### config.mk
export PLATFORM = sky130hd
export DESIGN_NAME = sio_host_port
export DESIGN_NICKNAME = d
export VERILOG_FILES = /design/src/rtl/sio_host_pkg.sv /design/src/rtl/sio_host_sync.sv /design/src/rtl/sio_host_fsm.sv /design/src/rtl/sio_host_regs.sv /design/src/rtl/sio_host_port.sv
export SDC_FILE = /design/constraint.sdc
export NUM_CORES = 1
export LEC_CHECK = 0
export BUFFER_PORTS_ARGS = -buffer_cell sky130_fd_sc_hd__buf_2
export CAP_MARGIN = 20
export CORE_MARGIN = 3
export CORE_UTILIZATION = 45
export CTS_CLUSTER_DIAMETER = 50
export CTS_CLUSTER_SIZE = 28
export DETAILED_ROUTE_END_ITERATION = 8
export PLACE_DENSITY = 0.67
export SLEW_MARGIN = 15
export SYNTH_ARGS = -nofsm -noshare
export SYNTH_HDL_FRONTEND = slang
export SYNTH_SLANG_ARGS = --single-unit
### constraint.sdc
create_clock -name clk -period 2.1 [get_ports clk]
set_clock_uncertainty 0.2 [all_clocks]
set_input_delay 0 -clock clk [delete_from_list [all_inputs] [get_ports clk]]
set_output_delay 0 -clock clk [all_outputs]
set_load 0.05 [all_outputs]
### src/rtl/sio_host_pkg.sv
package sio_host_pkg;
  typedef enum logic [2:0] {
    ST_IDLE,
    ST_RD,
    ST_WR,
    ST_VEC,
    ST_QUIET
  } bus_st_t;

  localparam logic [3:0] A_MASK   = 4'h4;
  localparam logic [3:0] A_STAT   = 4'h5;
  localparam logic [3:0] A_VEC    = 4'hC;
  localparam logic [3:0] A_OPORT  = 4'hD;
  localparam logic [3:0] A_TSTART = 4'hE;
  localparam logic [3:0] A_TSTOP  = 4'hF;
endpackage

### src/rtl/sio_host_sync.sv
module sio_host_sync #(
  parameter int W = 1,
  parameter int STAGES = 2,
  parameter logic [W-1:0] INIT = '1
) (
  input  logic         clk,
  input  logic         rst_n,
  input  logic [W-1:0] d,
  output logic [W-1:0] q
);
  logic [W-1:0] pipe [STAGES];

  always_ff @(posedge clk or negedge rst_n) begin
    if (!rst_n) begin
      for (int i = 0; i < STAGES; i++) pipe[i] <= INIT;
    end else begin
      pipe[0] <= d;
      for (int i = 1; i < STAGES; i++) pipe[i] <= pipe[i-1];
    end
  end

  assign q = pipe[STAGES-1];
endmodule

### src/rtl/sio_host_fsm.sv
module sio_host_fsm
  import sio_host_pkg::*;
(
  input  logic    clk,
  input  logic    rst_n,
  input  logic    cs_s_n,
  input  logic    rw_s,
  input  logic    iack_s_n,
  input  logic    pending,
  output bus_st_t state,
  output logic    wr_en,
  output logic    rd_cap,
  output logic    vec_cap,
  output logic    ack_oe
);
  bus_st_t nxt;
  logic    idle;

  assign idle    = (state == ST_IDLE);
  assign wr_en   = idle && !cs_s_n && !rw_s;
  assign rd_cap  = idle && !cs_s_n && rw_s;
  assign vec_cap = idle && cs_s_n && !iack_s_n && pending;

  always_comb begin
    nxt = state;
    if (idle) begin
      if (!cs_s_n)        nxt = rw_s ? ST_RD : ST_WR;
      else if (!iack_s_n) nxt = pending ? ST_VEC : ST_QUIET;
    end else if (cs_s_n && iack_s_n) begin
      nxt = ST_IDLE;
    end
  end

  always_ff @(posedge clk or negedge rst_n) begin
    if (!rst_n) state <= ST_IDLE;
    else        state <= nxt;
  end

  assign ack_oe = (state == ST_RD) || (state == ST_WR) || (state == ST_VEC);


  single_wr_chk: assert property (@(posedge clk) disable iff (!rst_n)
    wr_en |=> !wr_en);


  ack_start_chk: assert property (@(posedge clk) disable iff (!rst_n)
    $rose(ack_oe) |-> $past(!cs_s_n || (!iack_s_n && pending)));


  quiet_chk: assert property (@(posedge clk) disable iff (!rst_n)
    (idle && cs_s_n && !iack_s_n && !pending) |=> !ack_oe);
endmodule

### src/rtl/sio_host_regs.sv
module sio_host_regs
  import sio_host_pkg::*;
#(
  parameter int DW = 8,
  parameter int AW = 4,
  parameter logic [DW-1:0] VEC_RESET = 8'h0F
) (
  input  logic          clk,
  input  logic          rst_n,
  input  logic          wr_en,
  input  logic [AW-1:0] addr,
  input  logic [DW-1:0] wdata,
  input  logic [DW-1:0] irq_src,
  output logic [DW-1:0] rdata,
  output logic [DW-1:0] vector,
  output logic [DW-1:0] op_pins,
  output logic          timer_stop,
  output logic          pending
);
  logic [DW-1:0] stat_q, mask_q, vec_q, op_q;
  logic          tstop_q;

  always_ff @(posedge clk or negedge rst_n) begin
    if (!rst_n) begin
      stat_q  <= '0;
      mask_q  <= '0;
      vec_q   <= VEC_RESET;
      op_q    <= '0;
      tstop_q <= 1'b1;
    end else begin
      stat_q <= irq_src;
      if (wr_en) begin
        case (addr)
          A_MASK:   mask_q  <= wdata;
          A_VEC:    vec_q   <= wdata;
          A_OPORT:  op_q    <= wdata;
          A_TSTART: tstop_q <= 1'b0;
          A_TSTOP:  tstop_q <= 1'b1;
          default:  ;
        endcase
      end
    end
  end

  always_comb begin
    case (addr)
      A_MASK:   rdata = mask_q;
      A_STAT:   rdata = stat_q;
      A_VEC:    rdata = vec_q;
      A_OPORT:  rdata = op_q;
      A_TSTART: rdata = {{(DW-1){1'b0}}, tstop_q};
      default:  rdata = '0;
    endcase
  end

  assign vector     = vec_q;
  assign op_pins    = ~op_q;
  assign timer_stop = tstop_q;
  assign pending    = |(stat_q & mask_q);


  vec_write_chk: assert property (@(posedge clk) disable iff (!rst_n)
    (wr_en && addr == A_VEC) |=> (vector == $past(wdata)));


  tstop_write_chk: assert property (@(posedge clk) disable iff (!rst_n)
    (wr_en && addr == A_TSTOP) |=> timer_stop);


  stat_follow_chk: assert property (@(posedge clk) disable iff (!rst_n)
    (mask_q == '1 && $past(mask_q) == '1) |-> (pending == ($past(irq_src) != '0)));
endmodule

### src/rtl/sio_host_port.sv
module sio_host_port
  import sio_host_pkg::*;
#(
  parameter int DW = 8,
  parameter int AW = 4,
  parameter int SYNC_STAGES = 2,
  parameter logic [DW-1:0] VEC_RESET = 8'h0F
) (
  input  logic          clk,
  input  logic          rst_n,
  input  logic          cs_n,
  input  logic          rw,
  input  logic [AW-1:0] addr,
  input  logic [DW-1:0] data_in,
  output logic [DW-1:0] data_out,
  output logic          data_oe,
  output logic          ack_oe,
  input  logic          iack_n,
  input  logic [DW-1:0] irq_src,
  output logic          irq_pull,
  output logic [DW-1:0] op_pins,
  output logic          timer_stop
);
  localparam int NCTL = 3;

  logic [NCTL-1:0] ctl_s;
  logic            cs_s_n, rw_s, iack_s_n;
  bus_st_t         state;
  logic            wr_en, rd_cap, vec_cap, pending;
  logic [DW-1:0]   rdata, vector, out_q;

  sio_host_sync #(.W(NCTL), .STAGES(SYNC_STAGES), .INIT('1)) u_sync (
    .clk  (clk),
    .rst_n(rst_n),
    .d    ({cs_n, rw, iack_n}),
    .q    (ctl_s)
  );
  assign {cs_s_n, rw_s, iack_s_n} = ctl_s;

  sio_host_fsm u_fsm (
    .clk     (clk),
    .rst_n   (rst_n),
    .cs_s_n  (cs_s_n),
    .rw_s    (rw_s),
    .iack_s_n(iack_s_n),
    .pending (pending),
    .state   (state),
    .wr_en   (wr_en),
    .rd_cap  (rd_cap),
    .vec_cap (vec_cap),
    .ack_oe  (ack_oe)
  );

  sio_host_regs #(.DW(DW), .AW(AW), .VEC_RESET(VEC_RESET)) u_regs (
    .clk       (clk),
    .rst_n     (rst_n),
    .wr_en     (wr_en),
    .addr      (addr),
    .wdata     (data_in),
    .irq_src   (irq_src),
    .rdata     (rdata),
    .vector    (vector),
    .op_pins   (op_pins),
    .timer_stop(timer_stop),
    .pending   (pending)
  );

  always_ff @(posedge clk or negedge rst_n) begin
    if (!rst_n)       out_q <= '0;
    else if (rd_cap)  out_q <= rdata;
    else if (vec_cap) out_q <= vector;
  end

  assign data_out = out_q;
  assign data_oe  = ((state == ST_RD) && !cs_n) || ((state == ST_VEC) && !iack_n);
  assign irq_pull = pending;


  bus_float_chk: assert property (@(posedge clk) disable iff (!rst_n)
    (cs_n && iack_n) |-> !data_oe);


  vec_drive_chk: assert property (@(posedge clk) disable iff (!rst_n)
    (ack_oe && cs_s_n && !iack_n && data_oe) |-> (data_out == vector));
endmodule

== Word level (Yosys, flattened, before mapping) ==
Cells that the tools add are included.
Storage, ports and cells
  flip-flop bits (word level): 50
  bits in latches: 0
  bits in writable memories: 0
  memory bits (read-only): 0
  input bits: 25
  output and inout bits: 20
  word-level logic and storage cells: 58
  memories: 0
Cells by class
  $add $sub $neg: 0
  multipliers: 0
  div/mod/pow operators: 0
  magnitude comparators: 0
  eq/ne operators: 10
  shifts and indexed selects: 0
  muxes and demuxes: 10
  bitwise operators: 2
  reduce and logical (&&, ||, !) cells: 27
Operators by type and width (count)
  case mux 8 bit (5 select lines): 1
  equality test 4 bit, second input constant: 4
  two-way mux 8 bit: 2
  two-way mux 3 bit: 5
  AND reduction 2 bit: 5
  logical AND 1 bit: 9
  AND 8 bit: 1
  equality test 4 x 3 -> 1 bit, second input constant: 2
  NOT 8 bit: 1
  OR reduction 8 bit: 1
  equality test 3 x 2 -> 1 bit, second input constant: 2
  nonzero test 2 bit: 3
  zero test 1 bit: 5
  equality test 3 x 1 -> 1 bit, second input constant: 1
  zero test 3 bit: 1
  logical OR 1 bit: 3
  != test 3 bit, second input constant: 1
  two-way mux 2 bit: 1
  case mux 1 bit (2 select lines): 1

== Longest topological paths before layout ==
Gate-level depths: netlist (run 1).
  depth in word-level cells: 6
  depth in mapped cells: 5
  gate-level depth less buffers: 4

== Cells and area by module ==
Synthesis (run 1) repeated with hierarchy kept, for this count alone.
Unflattened totals
  cells, all modules: 178
  area total of the unflattened synthesis: 2344.7 um^2
Modules (own cells, without submodules)
  sio_host_regs: times used 1, cells each 109, area an instance 1544.0 um^2, seq. area each 832.0 um^2
  sio_host_port: times used 1, cells each 36, area an instance 392.9 um^2, seq. area each 200.2 um^2
  sio_host_fsm: times used 1, cells each 24, area an instance 227.7 um^2, seq. area each 75.1 um^2
  sio_host_sync: times used 1, cells each 9, area an instance 180.2 um^2, seq. area each 157.7 um^2

== Worst setup path before layout (run 1) ==
Ideal clock, no wire load.
  path type: register to output
  from: register u_fsm.state[1]
  to: output data_oe
  arrival: 1.934 ns
  data required time: 1.900 ns
  slack: -0.034 ns
  stages on the path, launching flop included: 3
  path buffers: 0
  cells stage by stage: dfrtp_1 -> mux2_2 -> nor3b_1
Between the ends
  word-level cells in the longest chain between the ends: 3
  elaborated cells on any way between the ends: 5
  classes of those cells: eq/ne (2); reduce/logical (3)
Ends and longest elaborated chain
  start: declaration: line sio_host_fsm.sv:10  | output bus_st_t state,
  start signal: assignment: line sio_host_fsm.sv:36  | else state <= nxt;
  equality test 3 x 1 -> 1 bit or equality test 3 x 2 -> 1 bit (tied branches): line sio_host_port.sv:75  | assign data_oe = ((state == ST_RD) && !cs_n) || ((state == ST_VEC) && !iack_n);
  logical AND 1 bit: line sio_host_port.sv:75
  logical OR 1 bit *: line sio_host_port.sv:75
  end: declaration: line sio_host_port.sv:16  | output logic data_oe,
Every way passes the cells marked *; elsewhere a longest branch is shown, timed or not.

== Worst setup path in the final report (run 1) ==
  from: register u_regs.mask_q[6]
  to: output irq_pull
Between the ends
  word-level cells in the longest chain between the ends: 2
Ends and longest elaborated chain
  start: declaration: line sio_host_regs.sv:20  | logic [DW-1:0] stat_q, mask_q, vec_q, op_q;
  start signal: assignment: line sio_host_regs.sv:34  | A_MASK: mask_q <= wdata;
  AND 8 bit: line sio_host_regs.sv:59  | assign pending = |(stat_q & mask_q);
  OR reduction 8 bit: line sio_host_regs.sv:59
  end: declaration: line sio_host_port.sv:20  | output logic irq_pull,
Every way passes these cells.

==> flow_metrics.py, run 1 <==
metrics = {
    "run_status": {
        "status": "finished, final reports clean",
    },
    "detailed_routing": {
        "wl_per_cell_microns": 15.7,
        "dr.first_iter.drc_count": 63,
        "ant_nets": 0,
        "viasPerCell": 5.24,
        "dr.pass1.iters": 6,
        "num_vias": 1613,
        "route.detailed.drc": 0,
        "drt-total-wl_microns": 4850,
    },
    "global_route": {
        "grt_overflow_total": 0,
        "grt_pass1_vias": 1721,
        "antenna_found_initial": 0,
        "grt_usage": 0.177,
        "grt_pass1_wl_microns": 8160,
        "grt_max_degree": 51,
    },
    "placement": {
        "hpwl_microns": 3220,
        "placed_area_sq_mm": 0.00258,
        "io_buffer_count": 44,
        "gp_congestion": 0.790,
    },
    "timing": {
        "fin_crit_sh": 0.925,
        "worstMarginPinSlew_ps": 600,
        "setup_viol": 0,
        "slew_violations": 0,
        "relSlewSlack": 0.600,
        "rsz0062_at_grt": "no",
        "finalHoldViolations": 0,
        "fmaxAchievable_ghz": 0.515,
        "min_period_ps": 1940,
        "finalSetupTns_ps": 0,
    },
    "yosys": {
        "syn_area_sq_mm": 0.00226,
        "ys_async_sr_fraction": 1.00,
        "synth_edf_count": 0,
        "seq_area_frac_synth": 0.559,
        "syn-mean-instance-area_sq_um": 13.5,
        "ys_warn_count": 0,
        "synth.distinct_cells": 33,
        "ys_ff_latch": 50,
        "syn_nets": 193,
        "synth_ff_type": "dfrtp_1",
        "syn_inst": 168,
    },
    "die": {
        "io_pins": 45,
        "die_x_microns": 76.9,
        "start_util": 0.472,
        "core_sq_mm": 0.00479,
        "die_y_microns": 76.9,
        "rows": 25,
        "die_area_sq_mm": 0.00591,
    },
    "setup_path": {
        "crit_path_end_kind": "output port",
        "r2r_cells": 4,
        "required_ps": 1900,
        "critPathKind": "reg2out",
        "cp-start-kind": "register",
        "r2r-end": "data_out[6]",
        "crit_path_end": "irq_pull",
        "r2r_start": "u_sync.q[2]",
        "cp_max_fo": 12,
        "arrival_ps": 1740,
        "startpoint": "u_regs.mask_q[6]",
        "regToRegSetupSlack_ps": 180,
    },
    "clock_network": {
        "clockBufferDepth": 2,
        "clk_pin_slew_ps": 100,
        "cts_buffers": 5,
        "clock_latency_ps": 320,
        "cts_sinks": 50,
        "cts_max_level": 2,
        "root_buffer": "clkbuf_8",
        "cts_tree": "yes",
    },
    "layout": {
        "antenna_cells": 0,
        "drive_gt1_frac": 0.452,
        "nNetsFinal": 265,
        "final_area_sq_mm": 0.00292,
        "syn_to_final_growth_pct": 29.2,
    },
    "power": {
        "leakagePower_nw": 1.33,
        "p_per_area_mw_per_mm2": 1240,
        "peakVddDrop_mv": 0.559,
    },
    "worst_hold_path": {
        "hold_path.class": "in2reg",
    },
    "flow_run": {
        "maxCapViolations": 0,
    },
}
metrics by stage:
step | worst slack [ps] | util | std cells | hold slack [ps] | power [mW]
2_1_floorplan | 279 | - | 168 | -496 | 2.55
3_3_place_gp | 206 | 0.539 | 278 | -92.7 | 2.88
3_5_place_dp | 199 | 0.539 | 278 | -90.7 | 2.90
4_1_cts | 41.5 | 0.609 | 308 | 96.4 | 3.64
5_1_grt | 48.9 | 0.610 | 308 | 112 | 3.82
6_report | 158 | 0.610 | 308 | 98.7 | 3.63
report_power, final:
part           switching, mW  internal (mW)
Sequential             0.216           1.24
Clock                  0.349          0.363
Combinational          0.962          0.493
Total                   1.53           2.10
sequential cells by signal, summed over array words and instances, names as in the netlist:
name	count
u_regs.stat_q	8
u_regs.vector	8
u_fsm.state	3
u_regs.mask_q	8
data_out	8
u_regs.timer_stop	1
u_sync.q	3
u_sync.pipe	3
u_regs.op_q	8
synth_stat cells (2+ instances only):
| cell type | count | area, sq um |
|---|---|---|
| nor2_1 | 4 | 15.0 |
| a22oi_1 | 4 | 30.0 |
| inv_1 | 12 | 45.0 |
| nand2_1 | 19 | 71.3 |
| mux2_2 | 24 | 270 |
| o211ai_1 | 15 | 113 |
| clkbuf_1 | 3 | 11.3 |
| dfrtp_1 | 39 | 976 |
| nand2b_1 | 2 | 12.5 |
| o21ai_0 | 2 | 10.0 |
| a21oi_1 | 2 | 10.0 |
| mux4_2 | 8 | 180 |
| buf_2 | 2 | 10.0 |
| mux2_1 | 2 | 22.5 |
| and3_1 | 2 | 12.5 |
| dfstp_2 | 11 | 289 |
per-layer routing:
metal | track usage | part of all wire | wire, microns | vias up
met4 | 0.0815 | 0.016 | 80 | 0
li1 | - | - | - | 756
met3 | 0.0399 | 0.040 | 193 | 7
met2 | 0.294 | 0.50 | 2440 | 41
met5 | 0 | 0 | 0 | -
met1 | 0.218 | 0.44 | 2140 | 809
worst min-delay path by stage:
stage	start	end	slack, ps	cells past startpoint
3_5_place_dp	irq_src[5]	u_regs.stat_q[5]	-90	1
6_report	addr[3]	data_out[1]	100	4
4_1_cts	addr[3]	data_out[1]	100	4
2_1_floorplan	rst_n	data_out[0]	-500	0
5_1_grt	addr[3]	data_out[1]	110	4
3_3_place_gp	irq_src[5]	u_regs.stat_q[5]	-90	1
final cells by class:
type,instances,area [sq um]
Fill cell,376,1860
Multi-Input combinational cell,101,940
Timing Repair Buffer,70,470
Clock buffer,5,68.8
Clock inverter,3,48.8
Inverter,12,45.0
Tap cell,67,83.8
Sequential cell,50,1260
worst max-delay path, cell delays in order, from the launching register on:
cell     delay [ps]
dfrtp_1         400
a22oi_1         240
nand2_2         220
or2_2           350
buf_2           210
repair_timing:
item	in CTS	in global routing
setup buffers	0	0
resized for setup	0	2
hold buffers	22	0
hold endpoints to repair	87	0
endpoints found under the setup margin	0	1
cell usage in the layout, fill, tap and decap left out, types with 2 or more instances in the layout:
cell type	count
a22oi_1	4
mux2_2	24
dlygate4sd3_1	22
buf_4	4
nand2b_1	2
a21oi_1	2
o21ai_0	2
and3_1	2
nor2_1	4
inv_1	12
dfrtp_1	39
clkbuf_8	5
dfstp_2	11
nand2_2	2
buf_2	44
mux4_2	8
nand2_1	17
o211ai_1	15
mux2_1	2
cells by family after synthesis:
logic type	after synthesis	share of synthesized area
muxes	34	0.209
buffers and inverters	17	0.0293
DFF	50	0.559
AOI/OAI and AO/OA	29	0.0980
and+or+nand+nor	38	0.104
Power figures use the tool's default switching activity.
==> run 2, diff against run 1 <==
==> constraint.sdc (replaced) <==
create_clock -name clk -period 2.1 [get_ports clk]
set_clock_uncertainty 0.2 [all_clocks]
set_input_delay 0.105 -clock clk [delete_from_list [all_inputs] [get_ports clk]]
set_output_delay 0.105 -clock clk [all_outputs]
set_load 0.05 [all_outputs]
==> run 2 against run 1 <==
Effect of this change: setup slack worse by 64 ps; register-to-register slack lost 40 ps; die area unchanged; design area increased by 1.1%; worst hold slack got worse by 65 ps; count of clock-buffer cells in the layout did not move; via count increased by 0.31%; clock power is 1% lower.
==> flow_metrics.py, run 2 (synthesis gave the netlist of run 1 again) <==
metrics = {
    "run_status": {
        "status": "finished, final reports clean",
    },
    "die": {
        "die_y_microns": 76.9,
        "die_x_microns": 76.9,
        "rows": 25,
        "start_util": 0.472,
        "core_sq_mm": 0.00479,
        "die_area_sq_mm": 0.00591,
        "io_pins": 45,
    },
    "layout": {
        "final_util": 0.617,
        "syn_to_final_growth_pct": 30.6,
        "final_area_sq_mm": 0.00295,
        "fill_cells": 372,
        "nNetsFinal": 266,
        "layout_commonest_cell": "buf_2",
        "final_cell_mix": "buf_2, dfrtp_1, mux2_2, dlygate4sd3_1, nand2_1",
        "antenna_cells": 0,
        "drive_gt1_frac": 0.459,
        "finalNonFillerCells": 309,
    },
    "timing": {
        "setup_ws_ps": 94.0,
        "relSlewSlack": 0.613,
        "slew_violations": 0,
        "finalSetupTns_ps": 0,
        "finalHoldViolations": 0,
        "fmaxAchievable_ghz": 0.499,
        "setup_viol": 0,
        "worstMarginPinSlew_ps": 581,
        "holdWs_ps": 34.1,
        "fin_crit_sh": 0.955,
        "min_period_ps": 2010,
        "rsz0062_at_grt": "no",
    },
    "clock_network": {
        "cts_buffers": 5,
        "cts_tree": "yes",
        "cts_sinks": 50,
        "clock_latency_ps": 310,
        "clockBufferDepth": 2,
        "clk_pin_slew_ps": 100,
        "cts_max_level": 2,
        "root_buffer": "clkbuf_8",
    },
    "setup_path": {
        "cp_max_fo": 7,
        "r2r_cells": 4,
        "crit_path_end_kind": "output port",
        "cp-start-kind": "register",
        "required_ps": 1790,
        "regToRegSetupSlack_ps": 140,
        "r2r_start": "u_fsm.state[1]",
        "critPathKind": "reg2out",
        "arrival_ps": 1700,
        "r2r-end": "u_regs.vector[4]",
    },
    "detailed_routing": {
        "wl_per_cell_microns": 16.6,
        "route.detailed.drc": 0,
        "dr.first_iter.drc_count": 85,
        "viasPerCell": 5.24,
        "num_vias": 1618,
        "ant_nets": 0,
        "drt-total-wl_microns": 5120,
        "dr.pass1.iters": 4,
    },
    "placement": {
        "pre_cts_ws_ps": 197,
        "gp_congestion": 0.798,
        "hpwl_microns": 3440,
        "dp.cells": 280,
        "placed_area_sq_mm": 0.00262,
        "io_buffer_count": 44,
    },
    "global_route": {
        "grt_pass1_vias": 1721,
        "grt_max_degree": 27,
        "grt_pass1_wl_microns": 8560,
        "antenna_found_initial": 0,
        "grt_overflow_total": 0,
        "grt_usage": 0.184,
    },
    "power": {
        "leakagePower_nw": 1.35,
        "totalPowerFinal_mw": 3.67,
        "p_per_area_mw_per_mm2": 1240,
        "peakVddDrop_mv": 0.673,
    },
    "worst_hold_path": {
        "hold_path.class": "in2reg",
        "hold_end": "u_regs.timer_stop",
        "hold_depth": 3,
        "min_from": "addr[1]",
    },
    "flow_run": {
        "maxCapViolations": 0,
    },
}
## run 2: critical path, stage by stage, from the launching register on
cell and delay [ps]:
dfrtp_1 410, a22oi_1 210, nand2_1 230, or2_2 330, buf_2 210
## run 2: cell type report
class | count | area (sq um) | share of cell area
clock buffer | 5 | 68.8 | 0.0233
inverter | 12 | 45.0 | 0.0153
timing repair buffer | 71 | 500 | 0.169
sequential | 50 | 1260 | 0.428
tap | 67 | 83.8 | 0.0284
clock inverter | 3 | 47.5 | 0.0161
multi-input combinational | 101 | 942 | 0.319
## run 2: timing repair
action,in CTS,in global routing
setup endpoints to repair,0,1
setup buffers,0,0
gates resized for setup,0,2
hold buffers,21,0
hold endpoints to repair,60,0
## run 2: per-layer routing
metal | vias to the layer above | part of all wire | track usage | wire length [microns]
li1 | 760 | - | - | -
met1 | 822 | 0.43 | 0.242 | 2230
met2 | 31 | 0.53 | 0.312 | 2690
met3 | 5 | 0.033 | 0.0364 | 168
met4 | 0 | 0.0062 | 0.0507 | 32
met5 | - | 0 | 0 | 0
## run 2: worst max-delay path by stage
stage | from | end | slack, ps | cells past startpoint
4_1_cts | u_regs.mask_q[6] | irq_pull | 70 | 4
5_1_grt | u_regs.mask_q[0] | irq_pull | 20 | 4
3_3_place_gp | u_sync.q[2] | data_out[5] | 220 | 4
2_1_floorplan | u_fsm.state[1] | u_regs.mask_q[0] | 280 | 4
3_5_place_dp | u_sync.q[2] | data_out[4] | 200 | 4
6_report | u_regs.mask_q[0] | irq_pull | 90 | 4
## run 2: report_power, final
group	switching, mW	total [mW]	internal, mW
registers	0.226	1.47	1.24
clock network	0.338	0.702	0.364
logic	0.978	1.50	0.518
==> run 3, diff against run 2 <==
--- a/config.mk
+++ b/config.mk
@@ -8,11 +8,11 @@
 export BUFFER_PORTS_ARGS = -buffer_cell sky130_fd_sc_hd__buf_2
 export CAP_MARGIN = 20
 export CORE_MARGIN = 3
-export CORE_UTILIZATION = 45
+export CORE_UTILIZATION = 30
 export CTS_CLUSTER_DIAMETER = 50
 export CTS_CLUSTER_SIZE = 28
 export DETAILED_ROUTE_END_ITERATION = 8
-export PLACE_DENSITY = 0.67
+export REMOVE_ABC_BUFFERS = 1
 export SLEW_MARGIN = 15
 export SYNTH_ARGS = -nofsm -noshare
 export SYNTH_HDL_FRONTEND = slang
==> run 3 against run 2 <==
Effect of this change: first-iteration DRC count grew 4.7%; critical path depth did not move; fmax grew 0.60%; wire length rose by 0.33%; final cell count increased by 10%; setup slack gained 12 ps; sequential power barely moved; sequential cell count is the same; worst hold slack got worse by 14 ps; clock power is 16% lower; non-clock buffer count stayed put; largest cell class unchanged; highest routed layer unchanged.
==> flow_metrics.py, run 3 (synthesis gave the netlist of run 1 again) <==
metrics = {
    "setup_path": {
        "required_ps": 1790,
        "arrival_ps": 1690,
        "cp-start-kind": "register",
        "critPathKind": "reg2out",
        "crit_path_end_kind": "output port",
        "cp_max_fo": 7,
    },
    "layout": {
        "antenna_cells": 0,
        "drive_gt1_frac": 0.455,
        "finalNonFillerCells": 341,
        "syn_to_final_growth_pct": 30.4,
        "nNetsFinal": 266,
        "final_cell_mix": "buf_2, dfrtp_1, mux2_2, dlygate4sd3_1, nand2_1",
        "final_util": 0.404,
        "final_area_sq_mm": 0.00295,
        "layout_commonest_cell": "buf_2",
    },
    "timing": {
        "min_period_ps": 1990,
        "slew_violations": 0,
        "worstMarginPinSlew_ps": 401,
        "setup_viol": 0,
        "finalSetupTns_ps": 0,
        "holdWs_ps": 20.1,
        "relSlewSlack": 0.732,
        "fin_crit_sh": 0.950,
        "setup_ws_ps": 106,
        "fmaxAchievable_ghz": 0.502,
        "finalHoldViolations": 0,
    },
    "power": {
        "peakVddDrop_mv": 0.602,
        "p_seq_frac": 0.415,
        "sw_frac_of_total": 0.426,
        "leakagePower_nw": 1.34,
        "p_per_area_mw_per_mm2": 1200,
        "p_switching_mw": 1.51,
        "p_int_mw": 2.03,
        "p_comb_frac": 0.419,
        "totalPowerFinal_mw": 3.54,
        "clkPwrFrac": 0.166,
    },
    "die": {
        "rows": 31,
        "start_util": 0.310,
        "die_y_microns": 92.8,
        "die_x_microns": 92.8,
        "core_sq_mm": 0.00729,
        "io_pins": 45,
        "die_area_sq_mm": 0.00861,
    },
    "run_status": {
        "status": "finished, final reports clean",
    },
    "global_route": {
        "grt_overflow_total": 0,
        "grt_max_degree": 51,
        "grt_usage": 0.128,
        "grt_pass1_wl_microns": 8510,
        "grt_pass1_vias": 1633,
        "antenna_found_initial": 0,
    },
    "placement": {
        "hpwl_microns": 3550,
        "pre_cts_ws_ps": 175,
        "io_buffer_count": 44,
        "dp.cells": 313,
        "gp_congestion": 0.773,
        "placed_area_sq_mm": 0.00265,
    },
    "clock_network": {
        "clockBufferDepth": 2,
        "cts_tree": "yes",
        "root_buffer": "clkbuf_8",
        "clock_latency_ps": 300,
        "cts_max_level": 2,
        "cts_sinks": 50,
        "clk_pin_slew_ps": 90,
        "cts_buffers": 5,
    },
    "detailed_routing": {
        "dr.first_iter.drc_count": 89,
        "wl_per_cell_microns": 15.1,
        "ant_nets": 0,
        "route.detailed.drc": 0,
        "drt-total-wl_microns": 5140,
        "dr.pass1.iters": 4,
        "num_vias": 1616,
        "viasPerCell": 4.74,
    },
    "worst_hold_path": {
        "hold_path.class": "in2reg",
    },
    "flow_run": {
        "maxCapViolations": 0,
    },
}
run 3: cell types whose count changed in the layout (fill, tap and decap cells not counted):
cell | previous run | this run
inv_6 | 2 | 1
a22oi_1 | 3 | 4
buf_12 | 2 | 1
nand2_2 | 1 | 2
buf_4 | 4 | 6
bufinv_16 | 1 | 0
clkbuf_1 | 0 | 1
a22oi_2 | 1 | 0
dlygate4sd3_1 | 21 | 20
nand2_1 | 18 | 17
nor3b_2 | 1 | 0
clkbuf_8 | 5 | 6
nor3b_1 | 0 | 1
run 3: power groups by stage:
stage	Combinational, mW	Sequential, mW	Clock (mW)
6_report	1.48	1.47	0.588
3_5_place_dp	1.46	1.49	0
2_1_floorplan	0.823	1.70	0
5_1_grt	1.60	1.51	0.654
4_1_cts	1.50	1.47	0.607
3_3_place_gp	1.45	1.48	0
run 3: what timing repair did:
| item | 4_1_cts | 5_1_grt |
|---|---|---|
| endpoints found under the setup margin | 0 | 1 |
| hold buffers | 20 | 0 |
| buffers inserted | 0 | 0 |
| hold endpoints to repair | 85 | 0 |
| resized for setup | 0 | 2 |
run 3: area by class of cell:
class	count	area (sq um)
sequential	50	1260
timing repair buffer	71	485
clock inverter	1	8.76
tap	99	124
inverter	12	45.0
multi-input combinational	101	935
fill	731	4340
clock buffer	7	86.3
run 3: final timing paths:
path / startpoint / endpoint / slack [ps] / depth (start not counted)
setup / recovery: u_regs.mask_q[2] / irq_pull / 110 / 4
hold / removal: addr[2] / data_out[0] / 20 / 3
setup reg to reg: u_sync.q[2] / data_out[1] / 170 / 4
hold reg to reg: u_sync.pipe[4] / u_sync.q[1] / 160 / 0
max in group asynchronous: rst_n / u_regs.timer_stop / 1280 / 3
min in group asynchronous: rst_n / u_fsm.state[2] / 130 / 3
run 3: layer usage:
metal | vias up | global-route usage | share of wire
met5 | - | 0 | 0
met4 | 0 | 0.0415 | 0.015
met3 | 9 | 0.0301 | 0.047
met2 | 42 | 0.186 | 0.46
met1 | 805 | 0.189 | 0.48
li1 | 760 | - | -
run 3: critical path, stage by stage (launching register included):
cell and delay (ps):
dfrtp_1 400, a22oi_1 270, nand2_2 180, or2_2 320
buf_2 210
